==> src/rtl/adc_cmd_pkg.sv <==
package adc_cmd_pkg;
  localparam int BIT_CAL   = 31;
  localparam int BIT_VREG  = 28;
  localparam int BIT_STOP  = 4;
  localparam int BIT_START = 2;
  localparam int BIT_DIS   = 1;
  localparam int BIT_EN    = 0;

  typedef struct packed {
    logic cal;
    logic stop;
    logic start;
    logic dis;
    logic en;
  } cmd_t;
endpackage

==> src/rtl/adc_vreg_timer.sv <==
module adc_vreg_timer #(
  parameter int STUP_W = 8
) (
  input  logic              clk,
  input  logic              rst_n,
  input  logic              vreg_on,
  input  logic [STUP_W-1:0] stup_cycles,
  output logic              ready
);
  logic [STUP_W-1:0] cnt_q, cnt_d;
  logic              cnt_en;

  always_comb begin
    cnt_en = 1'b0;
    cnt_d  = cnt_q;
    if (!vreg_on) begin
      cnt_en = (cnt_q != '0);
      cnt_d  = '0;
    end else if (cnt_q < stup_cycles) begin
      cnt_en = 1'b1;
      cnt_d  = cnt_q + 1'b1;
    end
  end

  always_ff @(posedge clk or negedge rst_n) begin
    if (!rst_n)      cnt_q <= '0;
    else if (cnt_en) cnt_q <= cnt_d;
  end

  assign ready = vreg_on && (cnt_q >= stup_cycles);

  // the count restarts from zero whenever the regulator is off
  assert_cnt_clear_R4: assert property (@(posedge clk) disable iff (!rst_n)
    !vreg_on |=> (cnt_q == '0));
endmodule

==> src/rtl/adc_cmd_arbiter.sv <==
module adc_cmd_arbiter
  import adc_cmd_pkg::*;
(
  input  cmd_t cur,
  input  logic vreg_rdy,
  input  logic auto_off,
  input  logic wr,
  input  cmd_t wreq,
  output cmd_t acc,
  output logic vreg_upd
);
  logic idle;

  assign idle = (cur == '0);

  // Fixed resolution order: disable, stop, calibrate, enable, start
  always_comb begin
    acc      = '0;
    vreg_upd = 1'b0;
    if (wr) begin
      if (wreq.dis && cur.en && !cur.start && !cur.dis)
        acc.dis = 1'b1;
      if (wreq.stop && cur.start && !cur.stop && !cur.dis && !acc.dis)
        acc.stop = 1'b1;
      if (wreq.cal && idle && !auto_off && vreg_rdy && !acc.dis && !acc.stop)
        acc.cal = 1'b1;
      if (wreq.en && !cur.en && !cur.cal && !cur.dis && vreg_rdy &&
          !acc.dis && !acc.stop && !acc.cal)
        acc.en = 1'b1;
      if (wreq.start && cur.en && !cur.start && !cur.stop && !cur.dis &&
          !cur.cal && (acc == '0))
        acc.start = 1'b1;
      vreg_upd = idle && (acc == '0);
    end
  end
endmodule

==> src/rtl/adc_cmd_ctrl.sv <==
module adc_cmd_ctrl
  import adc_cmd_pkg::*;
#(
  parameter int                ADDR_W    = 8,
  parameter int                STUP_W    = 8,
  parameter logic [ADDR_W-1:0] CR_OFFSET = 'h08
) (
  input  logic              clk,
  input  logic              rst_n,
  input  logic [ADDR_W-1:0] bus_addr,
  input  logic [31:0]       bus_wdata,
  input  logic              bus_we,
  output logic [31:0]       bus_rdata,
  input  logic              auto_off,
  input  logic [STUP_W-1:0] stup_cycles,
  input  logic              done_cal,
  input  logic              done_start,
  input  logic              done_stop,
  input  logic              done_dis,
  output logic              req_cal,
  output logic              req_en,
  output logic              req_start,
  output logic              req_stop,
  output logic              req_dis,
  output logic              vreg_ready,
  input  logic              calf_wr_req,
  output logic              calf_wr_en
);
  localparam int SYNC_STAGES = 2;

  logic [SYNC_STAGES-1:0] rst_sync_q;
  logic                   rst_n_s;
  cmd_t                   cmd_q, cmd_d, acc, clr, wreq, req_q;
  logic                   vreg_q, vreg_d, vreg_upd, wr_hit, vreg_en;
  logic                   unused_wbits;

  always_ff @(posedge clk or negedge rst_n) begin
    if (!rst_n) rst_sync_q <= '0;
    else        rst_sync_q <= {rst_sync_q[SYNC_STAGES-2:0], 1'b1};
  end
  assign rst_n_s = rst_sync_q[SYNC_STAGES-1];

  assign wr_hit     = bus_we && (bus_addr == CR_OFFSET);
  assign wreq.cal   = bus_wdata[BIT_CAL];
  assign wreq.stop  = bus_wdata[BIT_STOP];
  assign wreq.start = bus_wdata[BIT_START];
  assign wreq.dis   = bus_wdata[BIT_DIS];
  assign wreq.en    = bus_wdata[BIT_EN];
  assign unused_wbits = ^{bus_wdata[30:29], bus_wdata[27:5], bus_wdata[3]};

  adc_vreg_timer #(.STUP_W(STUP_W)) u_timer (
    .clk         (clk),
    .rst_n       (rst_n_s),
    .vreg_on     (vreg_q),
    .stup_cycles (stup_cycles),
    .ready       (vreg_ready)
  );

  adc_cmd_arbiter u_arb (
    .cur      (cmd_q),
    .vreg_rdy (vreg_ready),
    .auto_off (auto_off),
    .wr       (wr_hit),
    .wreq     (wreq),
    .acc      (acc),
    .vreg_upd (vreg_upd)
  );

  // Hardware clears from the core's done pulses, ignored in the wrong state
  always_comb begin
    clr       = '0;
    clr.cal   = done_cal && cmd_q.cal;
    clr.stop  = done_stop && cmd_q.stop;
    clr.start = (done_stop && cmd_q.stop) || (done_start && cmd_q.start && !cmd_q.stop);
    clr.dis   = done_dis && cmd_q.dis;
    clr.en    = done_dis && cmd_q.dis;
    cmd_d     = (cmd_q & ~clr) | acc;
    vreg_en   = vreg_upd && (vreg_q != bus_wdata[BIT_VREG]);
    vreg_d    = bus_wdata[BIT_VREG];
  end

  always_ff @(posedge clk or negedge rst_n_s) begin
    if (!rst_n_s) begin
      cmd_q <= '0;
      req_q <= '0;
    end else begin
      cmd_q <= cmd_d;
      req_q <= acc;
    end
  end

  always_ff @(posedge clk or negedge rst_n_s) begin
    if (!rst_n_s)     vreg_q <= 1'b0;
    else if (vreg_en) vreg_q <= vreg_d;
  end

  always_comb begin
    bus_rdata = '0;
    if (bus_addr == CR_OFFSET) begin
      bus_rdata[BIT_CAL]   = cmd_q.cal;
      bus_rdata[BIT_VREG]  = vreg_q;
      bus_rdata[BIT_STOP]  = cmd_q.stop;
      bus_rdata[BIT_START] = cmd_q.start;
      bus_rdata[BIT_DIS]   = cmd_q.dis;
      bus_rdata[BIT_EN]    = cmd_q.en;
    end
  end

  assign req_cal    = req_q.cal;
  assign req_en     = req_q.en;
  assign req_start  = req_q.start;
  assign req_stop   = req_q.stop;
  assign req_dis    = req_q.dis;
  assign calf_wr_en = calf_wr_req && cmd_q.en && !cmd_q.start;

  assert_req_onehot_R11: assert property (@(posedge clk) disable iff (!rst_n_s)
    $onehot0({req_cal, req_en, req_start, req_stop, req_dis}));
  assert_cal_alone_R2: assert property (@(posedge clk) disable iff (!rst_n_s)
    cmd_q.cal |-> !(cmd_q.en || cmd_q.start || cmd_q.stop || cmd_q.dis));
  assert_stop_needs_start_R7: assert property (@(posedge clk) disable iff (!rst_n_s)
    cmd_q.stop |-> cmd_q.start);
  assert_start_needs_en_R6: assert property (@(posedge clk) disable iff (!rst_n_s)
    cmd_q.start |-> cmd_q.en);
  assert_en_after_ready_R4: assert property (@(posedge clk) disable iff (!rst_n_s)
    req_en |-> $past(vreg_ready));
  assert_vreg_idle_only_R3: assert property (@(posedge clk) disable iff (!rst_n_s)
    (vreg_q != $past(vreg_q)) |-> ($past(cmd_q) == '0));
endmodule

==> config.mk <==
export PLATFORM = sky130hd
export DESIGN_NAME = adc_cmd_ctrl
export DESIGN_NICKNAME = d
export VERILOG_FILES = /design/src/rtl/adc_cmd_pkg.sv /design/src/rtl/adc_vreg_timer.sv /design/src/rtl/adc_cmd_arbiter.sv /design/src/rtl/adc_cmd_ctrl.sv
export SDC_FILE = /design/constraint.sdc
export NUM_CORES = 1
export LEC_CHECK = 0
export ABC_CLOCK_PERIOD_IN_PS = 2200
export BUFFER_PORTS_ARGS = -buffer_cell sky130_fd_sc_hd__buf_2
export CORE_ASPECT_RATIO = 1.2
export CORE_MARGIN = 4
export CORE_UTILIZATION = 25
export DETAILED_ROUTE_END_ITERATION = 8
export GPL_ROUTABILITY_DRIVEN = 0
export HOLD_SLACK_MARGIN = 0.1
export PLACE_DENSITY = 0.48
export SLEW_MARGIN = 20
export SYNTH_ARGS = -nofsm -noshare
export SYNTH_HDL_FRONTEND = slang
export SYNTH_SLANG_ARGS = --single-unit
==> constraint.sdc <==
create_clock -name clk -period 2.2 [get_ports clk]
set_input_delay 0.22 -clock clk [delete_from_list [all_inputs] [get_ports clk]]
set_output_delay 0.22 -clock clk [all_outputs]
set_load 0.01 [all_outputs]
==> results of run 1 <==
-- layout make-up --
class	instances	area [µm²]
Fill cell	621	3890
Multi-Input combinational cell	121	776
Timing Repair Buffer	50	270
Clock buffer	3	41.3
Clock inverter	1	7.51
Tap cell	80	100
Sequential cell	21	526
Inverter	14	52.6
-- registers in the layout, indices dropped and copies added, names as in the netlist --
name	flops
cmd_q	5
req_cal	1
req_en	1
req_start	1
rst_sync_q	2
req_stop	1
u_timer.cnt_q	8
vreg_q	1
req_dis	1
-- power by group through the flow --
stage / clock network, mW / registers, mW / logic (mW)
floorplan: 0 / 0.422 / 0.136
global placement: 0 / 0.427 / 0.154
detailed placement: 0 / 0.428 / 0.157
CTS: 0.273 / 0.421 / 0.159
global route: 0.294 / 0.423 / 0.182
finish: 0.261 / 0.419 / 0.157
-- layout by cell type, fill, tap and decap left out, drive strengths merged, types with 2 or more instances in the layout --
| cell type | n |
|---|---|
| ha | 10 |
| nand4 | 3 |
| or3 | 2 |
| nor3 | 3 |
| a21oi | 6 |
| and2 | 2 |
| nor2 | 9 |
| o211ai | 2 |
| nand4b | 2 |
| and3 | 6 |
| nor2b | 2 |
| mux2i | 4 |
| clkbuf | 3 |
| mux2 | 2 |
| o21ai | 6 |
| nor4 | 6 |
| nand2 | 11 |
| a21o | 2 |
| conb | 27 |
| buf | 49 |
| o41ai | 2 |
| a31oi | 2 |
| nand3 | 3 |
| dfrtp | 21 |
| inv | 14 |
-- metal layers --
metal	vias up	share of wire, %	track usage (%)	wire length (µm)
met1	557	41	10.4	1310
met5	-	0	0	0
met4	0	0.19	1.93	6
met3	2	8.0	2.58	253
li1	610	-	-	-
met2	52	51	16.1	1600
-- repair_timing --
action	4_1_cts	5_1_grt
endpoints found under the setup margin	0	1
hold endpoints to repair	2	0
hold buffers	1	0
gates resized for setup	0	1
-- cells by family (layout without fill, tap and decap cells) --
group	Yosys count	in the layout	synth area share, %
other cells	2	27	0.516
simple gates	55	55	22.2
fa+ha+maj	10	10	8.60
flops	21	21	36.1
mux	6	6	4.30
compound gates	23	23	11.0
buf+inv	41	68	17.3
-- path summary, 6_finish.rpt --
kind | start | end | slack (ns) | cells after the start
setup / recovery | u_timer.cnt_q[1] | vreg_ready | 0.13 | 7
max in group asynchronous | rst_sync_q[1] | u_timer.cnt_q[0] | 1.37 | 0
min in group asynchronous | rst_n | rst_sync_q[0] | 0.26 | 2
hold reg to reg | rst_sync_q[1] | req_stop | 0.33 | 0
hold / removal | done_cal | cmd_q[4] | 0.15 | 2
setup reg to reg | u_timer.cnt_q[1] | u_timer.cnt_q[1] | 0.16 | 6
==> summary.txt, run 1 <==
Worst Skew: 0.00698 ns
Synth area leaders: dfrtp_1, buf_4, ha_1, inv_1, nand2_1
worst skew pair latency: 0.26 ns
Post-DP HPWL: 2620 µm
first-pass GRT wire length: 5290 µm
grt total ovfl: 0
final non-filler cell area: 0.00177 mm²
Critical Path Max Stage Delay: 0.43 ns
Post-Route WL: 3160 µm
die area: 0.00711 mm²
hold_ws: 0.152 ns
I/O Pins: 96
top_reg_cell synth: dfrtp_1
fmax: 0.482 GHz
Switch Pwr: 0.242 mW
crit path kind: reg2out
Critical Path End Type: output port
number of synthesized register bits: 21
CTS root buf: clkbuf_8
CP top delay family: compound AO/OA/AOI/OAI gates
GRT Util Overall: 8.96%
Clock Sinks: 21
MaxCap Viol Count: 0
FP Rows: 30
highest-delay cell along the critical path: dfrtp_1
Area Overhead vs Synth: 21.8%
startpoint types: flop
Min Clock Period, post-route: 2.07 ns
DR iter-0 viols: 34
internal power: 0.596 mW
ANT cells: 0
CP required: 1.98 ns
DRC Markers: 0
CTS tree: done
Synth Cell Area: 0.00146 mm²
ANT nets after route: 0
Slew HR: 47.4%
Reg power frac: 50.0%
Post-synth EDFFs: 0
Layout Nets: 278
HP Class: in2reg
asr flop ratio synth: 100%
Clock Path Buffers: 2
Die Ht: 91.6 µm
area leader, netlist: dfrtp_1
synth unique cells: 37
share of layout cells above drive strength 1: 31.0%
WP data arrival: 1.85 ns
vias per cell: 4.21
clock share of power: 31.2%
status: complete, no violations
Non-Filler Instances: 290
Peak VDD IR: 0.237 mV
setup TNS: 0 ns
Initial Utilization: 25.7%
worst slew pin tran: 0.789 ns
most common cell in the synthesized netlist: buf_4
core area: 0.00567 mm²
Cell Area, Placed: 0.00171 mm²
CTS buffer count: 3
Final WS setup: 0.126 ns
Synth top area share: 36.1%
Placement Setup Slack: 0.173 ns
Max Slew Vio Count: 0
CP cell instances: ha_1 > nor2b_1 > o211ai_1 > a31oi_1 > a21oi_2 > inv_1 > buf_2
Clock transition at path regs: 0.08 ns
Static Leakage: 0.934 nW
Pwr Density: 473 mW/mm²
htree depth: 1
RSZ-0062 raised after global routing: no
top cells by count, synth: buf_4, dfrtp_1, inv_1
setup bufs post-CTS: 0
Synth Area per Inst: 9.21 µm²
IO Port Bufs: 43
Overall Power: 0.838 mW
via count: 1221
Detailed Routing Iterations Pass 1: 5
Synth warnings: 0
Placed Cells: 285
Setup violations, final: 0
number of global-route vias before repair: 1228
Comb pwr share: 18.8%
final hold vios: 0
Switching Share: 28.9%
period utilisation layout: 94.3%
CP Buf/Inv Count: 2
Crit Path Max Fanout: 4
width of the die: 77.6 µm
wire per inst: 10.9 µm
initial antenna violation count: 0
Post-Synthesis Cells: 158
largest net degree at the start of global routing: 20
Final Util: 31.3%
Seq/Total Area, Yosys: 36.1%
(Power assumes the default switching activity.)
==> run 2: changes to the inputs <==
Settings changed: ABC_CLOCK_PERIOD_IN_PS 2200 to unset, PLACE_DENSITY 0.48 to 0.5, SETUP_SLACK_MARGIN set to 0.2.
Clock period 2.2 ns to 1.9 ns, I/O delays scaled along.
==> summary.txt, run 2 (synthesized netlist as in run 1, its figures left out) <==
Clock transition at path regs: 0.08 ns
Clock Path Buffers: 2
hold_ws: 0.150 ns
Final Util: 36.5%
crit path kind: reg2out
biggest regs: u_timer.cnt_q x8, cmd_q x5, rst_sync_q x2
fmax: 0.507 GHz
Worst Skew: 0.00739 ns
worst slew pin tran: 0.709 ns
Comb pwr share: 26.6%
DRC Markers: 0
r2r endpoint: u_timer.cnt_q[7]
reg-to-reg startpoint: u_timer.cnt_q[1]
largest net degree at the start of global routing: 20
Overall Power: 1.05 mW
ANT cells: 0
Detailed Routing Iterations Pass 1: 4
status: finished, violations left
final hold vios: 0
Largest register FFs: 8
Reg power frac: 45.1%
MaxCap Viol Count: 0
Crit Path Max Fanout: 2
Setup violations, final: 1
Filler Cell Count: 600
Static Leakage: 1.05 nW
die area: 0.00711 mm²
Post-DP HPWL: 2750 µm
Peak VDD IR: 0.277 mV
Die Ht: 91.6 µm
HP Class: in2reg
worst skew pair latency: 0.26 ns
Slew HR: 52.6%
HP Start: done_cal
internal power: 0.751 mW
wire per inst: 11.5 µm
share of layout cells above drive strength 1: 42.9%
Clock Sinks: 21
CP Buf/Inv Count: 2
period utilisation layout: 104%
Switch Pwr: 0.303 mW
core area: 0.00567 mm²
htree depth: 1
CTS buffer count: 3
largest register by flop count: u_timer.cnt_q
first-pass GRT wire length: 5840 µm
most frequent cells in the layout: buf_2, conb_1, dfrtp_1
via count: 1290
violated checks: negative setup slack
width of the die: 77.6 µm
CP required: 1.71 ns
number of global-route vias before repair: 1315
reg2reg path depth: 7
WP data arrival: 1.78 ns
commonest non-fill, non-tap cell in the layout: buf_2
RSZ-0062 raised after global routing: yes
Critical Path Max Stage Delay: 0.41 ns
CP top delay family: compound AO/OA/AOI/OAI gates
Max Slew Vio Count: 0
IO Port Bufs: 43
Critical Path End Type: output port
CTS root buf: clkbuf_8
Hold EP: cmd_q[4]
Min Clock Period, post-route: 1.97 ns
ANT nets after route: 0
FP Rows: 30
vias per cell: 4.22
grt total ovfl: 0
Layout Nets: 294
GRT Util Overall: 9.86%
register-to-register setup slack: 0 ns
Final WS setup: -0.0736 ns
Area Overhead vs Synth: 42.2%
Switching Share: 28.8%
CTS tree: done
hold path depth: 2
CP cell instances: ha_4 > nor2b_4 > o211ai_1 > a31oi_1 > a21oi_2 > inv_1 > buf_2
Pwr Density: 509 mW/mm²
clock share of power: 28.3%
highest-delay cell along the critical path: dfrtp_1
I/O Pins: 96
initial antenna violation count: 0
Initial Utilization: 25.7%
DR iter-0 viols: 44
startpoint types: flop
Post-Route WL: 3510 µm
-- run 2: worst reg2reg max path: cells and delay by family (launching register included) --
family                   cells  cell delay (ns)
AO/OA/AOI/OAI                3             0.55
AND/OR/NAND/NOR              2             0.48
flip-flops                   1             0.41
adder cells (fa/ha/maj)      1             0.22
buffers and inverters        1             0.18
-- run 2: worst max-delay path by stage --
stage,slack (ns),cells past startpoint,endpoint,from
after detailed placement,-0.05,6,u_timer.cnt_q[0],u_timer.cnt_q[1]
after floorplan,-0.02,6,u_timer.cnt_q[7],u_timer.cnt_q[5]
after global placement,-0.04,6,u_timer.cnt_q[1],u_timer.cnt_q[1]
final,-0.07,7,vreg_ready,u_timer.cnt_q[1]
after CTS,-0.09,7,vreg_ready,u_timer.cnt_q[1]
after global routing,-0.21,7,vreg_ready,u_timer.cnt_q[1]
-- run 2: layout make-up --
class                   instances  area [µm²]  area share, %
clock buffers                   4        45.0           2.18
inverters                      14        52.6           2.54
multi-input cells             121         948           45.8
flip-flops and latches         21         526           25.4
well taps                      80         100           4.84
repair buffers                 66         398           19.2
-- run 2: stage by stage --
step / worst slack (ns) / instances / cell area [µm²] / setup TNS, ns
finish: -0.0736 / 306 / 2070 / -0.0736
global route: -0.206 / 306 / 2070 / -1.03
CTS: -0.0942 / 303 / 1980 / -0.127
detailed placement: -0.0501 / 294 / 1810 / -0.148
global placement: -0.0373 / 294 / 1810 / -0.0914
floorplan: -0.0228 / 183 / 1580 / -0.0228
-- run 2: layer usage --
metal,wire [µm],global-route usage [%]
met1,1540,12.5
met2,1680,16.7
met3,267,2.18
met4,29,2.52
met5,0,0
-- run 2: what timing repair did --
action                                  CTS  global route
hold buffers                              1             0
hold endpoints to repair                  2             0
pin swaps                                10             4
resized for setup                        17            11
setup buffers                             4             3
endpoints found under the setup margin   14            14
-- run 2: power groups by stage --
stage	combinational, mW	clock [mW]	sequential (mW)
after floorplan	0.160	0	0.488
after global placement	0.201	0	0.482
after detailed placement	0.205	0	0.483
after CTS	0.235	0.315	0.474
after global routing	0.318	0.331	0.477
final	0.280	0.298	0.475
==> run 3: changes to the inputs <==
Settings changed: PLACE_DENSITY 0.5 to 0.61, SKIP_CTS_REPAIR_TIMING set to 1.
==> summary.txt, run 3 (synthesized netlist as in run 1, its figures left out) <==
Post-Route WL: 3720 µm
vias per cell: 4.29
wire per inst: 12.2 µm
period utilisation layout: 103%
highest-delay cell along the critical path: dfrtp_1
Placement Setup Slack: -0.0804 ns
Crit Path Max Fanout: 7
largest net degree at the start of global routing: 20
Switch Pwr: 0.310 mW
Final Util: 36.9%
fmax: 0.512 GHz
number of global-route vias before repair: 1303
Worst Skew: 0.0111 ns
Clock Path Buffers: 2
GRT Util Overall: 10.0%
Max Slew Vio Count: 0
reg2reg path depth: 8
final hold vios: 0
HP Class: in2reg
Largest register FFs: 8
I/O Pins: 96
Clock Sinks: 21
Min Clock Period, post-route: 1.95 ns
Critical Path End Type: flop
worst skew pair latency: 0.26 ns
Die Ht: 91.6 µm
initial antenna violation count: 0
violated checks: negative setup slack
Setup violations, final: 3
largest register by flop count: u_timer.cnt_q
Detailed Routing Iterations Pass 1: 4
crit path kind: reg2reg
IO Port Bufs: 43
Overall Power: 1.04 mW
Peak VDD IR: 0.262 mV
RSZ-0062 raised after global routing: yes
ANT nets after route: 0
Static Leakage: 1.07 nW
hold path depth: 2
share of layout cells above drive strength 1: 45.3%
grt total ovfl: 0
Pwr Density: 497 mW/mm²
CTS root buf: clkbuf_8
die area: 0.00711 mm²
via count: 1308
CTS tree: done
core area: 0.00567 mm²
most frequent cells in the layout: buf_2, conb_1, dfrtp_1
worst slew pin tran: 0.543 ns
biggest regs: u_timer.cnt_q x8, cmd_q x5, rst_sync_q x2
startpoint types: flop
commonest non-fill, non-tap cell in the layout: buf_2
DRC Markers: 0
DR iter-0 viols: 92
htree depth: 1
hold_ws: 0.109 ns
Area Overhead vs Synth: 43.6%
Critical Path Max Stage Delay: 0.42 ns
ANT cells: 0
CP cell instances: ha_4 > nor2b_4 > o211ai_1 > buf_4 > a21boi_4 > buf_6 > or3_4 > a21oi_2
Reg power frac: 46.1%
width of the die: 77.6 µm
Final WS setup: -0.0531 ns
CTS buffer count: 3
WP data arrival: 2.16 ns
Switching Share: 29.8%
internal power: 0.728 mW
FP Rows: 30
first-pass GRT wire length: 5830 µm
clock share of power: 29.5%
CP required: 2.10 ns
MaxCap Viol Count: 0
status: finished, violations left
Comb pwr share: 24.4%
Post-DP HPWL: 2800 µm
Clock transition at path regs: 0.09 ns
Layout Nets: 293
Initial Utilization: 25.7%
Slew HR: 63.7%
## run 3: changes by cell type in the layout (fill, tap and decap cells not counted), sizes merged
| cell | previous run | this run |
|---|---|---|
| clkinvlp | 0 | 1 |
| clkbuf | 4 | 3 |
| buf | 65 | 64 |
## run 3: power groups by stage
stage | Sequential [mW] | Clock (mW) | Combinational (mW)
2_1_floorplan | 0.488 | 0 | 0.160
3_3_place_gp | 0.483 | 0 | 0.197
3_5_place_dp | 0.483 | 0 | 0.206
4_1_cts | 0.474 | 0.323 | 0.206
5_1_grt | 0.480 | 0.341 | 0.288
6_report | 0.479 | 0.306 | 0.254
## run 3: per-layer routing
layer	track usage (%)	share of wire, %	vias to the layer above
met1	12.1	41	610
met4	2.67	0.38	0
met3	1.88	7.3	2
li1	-	-	639
met5	0	0	-
met2	17.9	52	57
## run 3: cell type report
type	instances	area (µm²)
clock buffer	3	41.3
sequential	21	526
timing repair buffer	65	387
inverter	14	52.6
clock inverter	1	7.51
multi-input combinational	121	976
fill	592	3580
tap	80	100
## run 3: path summary, 6_finish.rpt
| kind | from | endpoint | slack, ns |
|---|---|---|---|
| max | u_timer.cnt_q[1] | u_timer.cnt_q[2] | -0.05 |
| min | done_cal | cmd_q[4] | 0.11 |
| max reg2reg | u_timer.cnt_q[1] | u_timer.cnt_q[2] | -0.05 |
| min reg2reg | rst_sync_q[1] | req_en | 0.20 |
| max in group asynchronous | rst_sync_q[1] | req_stop | 1.46 |
| min in group asynchronous | rst_sync_q[1] | req_en | 0.20 |
## run 3: worst max-delay path: cells and delay by family (launching register included)
kind                       cells  cell delay (ns)
DFF                            1             0.42
adders and majority gates      1             0.22
AOI/OAI and AO/OA              3             0.45
and+or+nand+nor                2             0.47
buffers and inverters          2             0.32
## run 3: through the flow
stage / area, µm² / instances / TNS (ns)
after floorplan: 1580 / 183 / -0.0228
after detailed placement: 1820 / 295 / -0.285
after global placement: 1820 / 295 / -0.0507
after CTS: 1870 / 299 / -0.614
after global routing: 2090 / 305 / -0.658
final: 2090 / 305 / -0.128
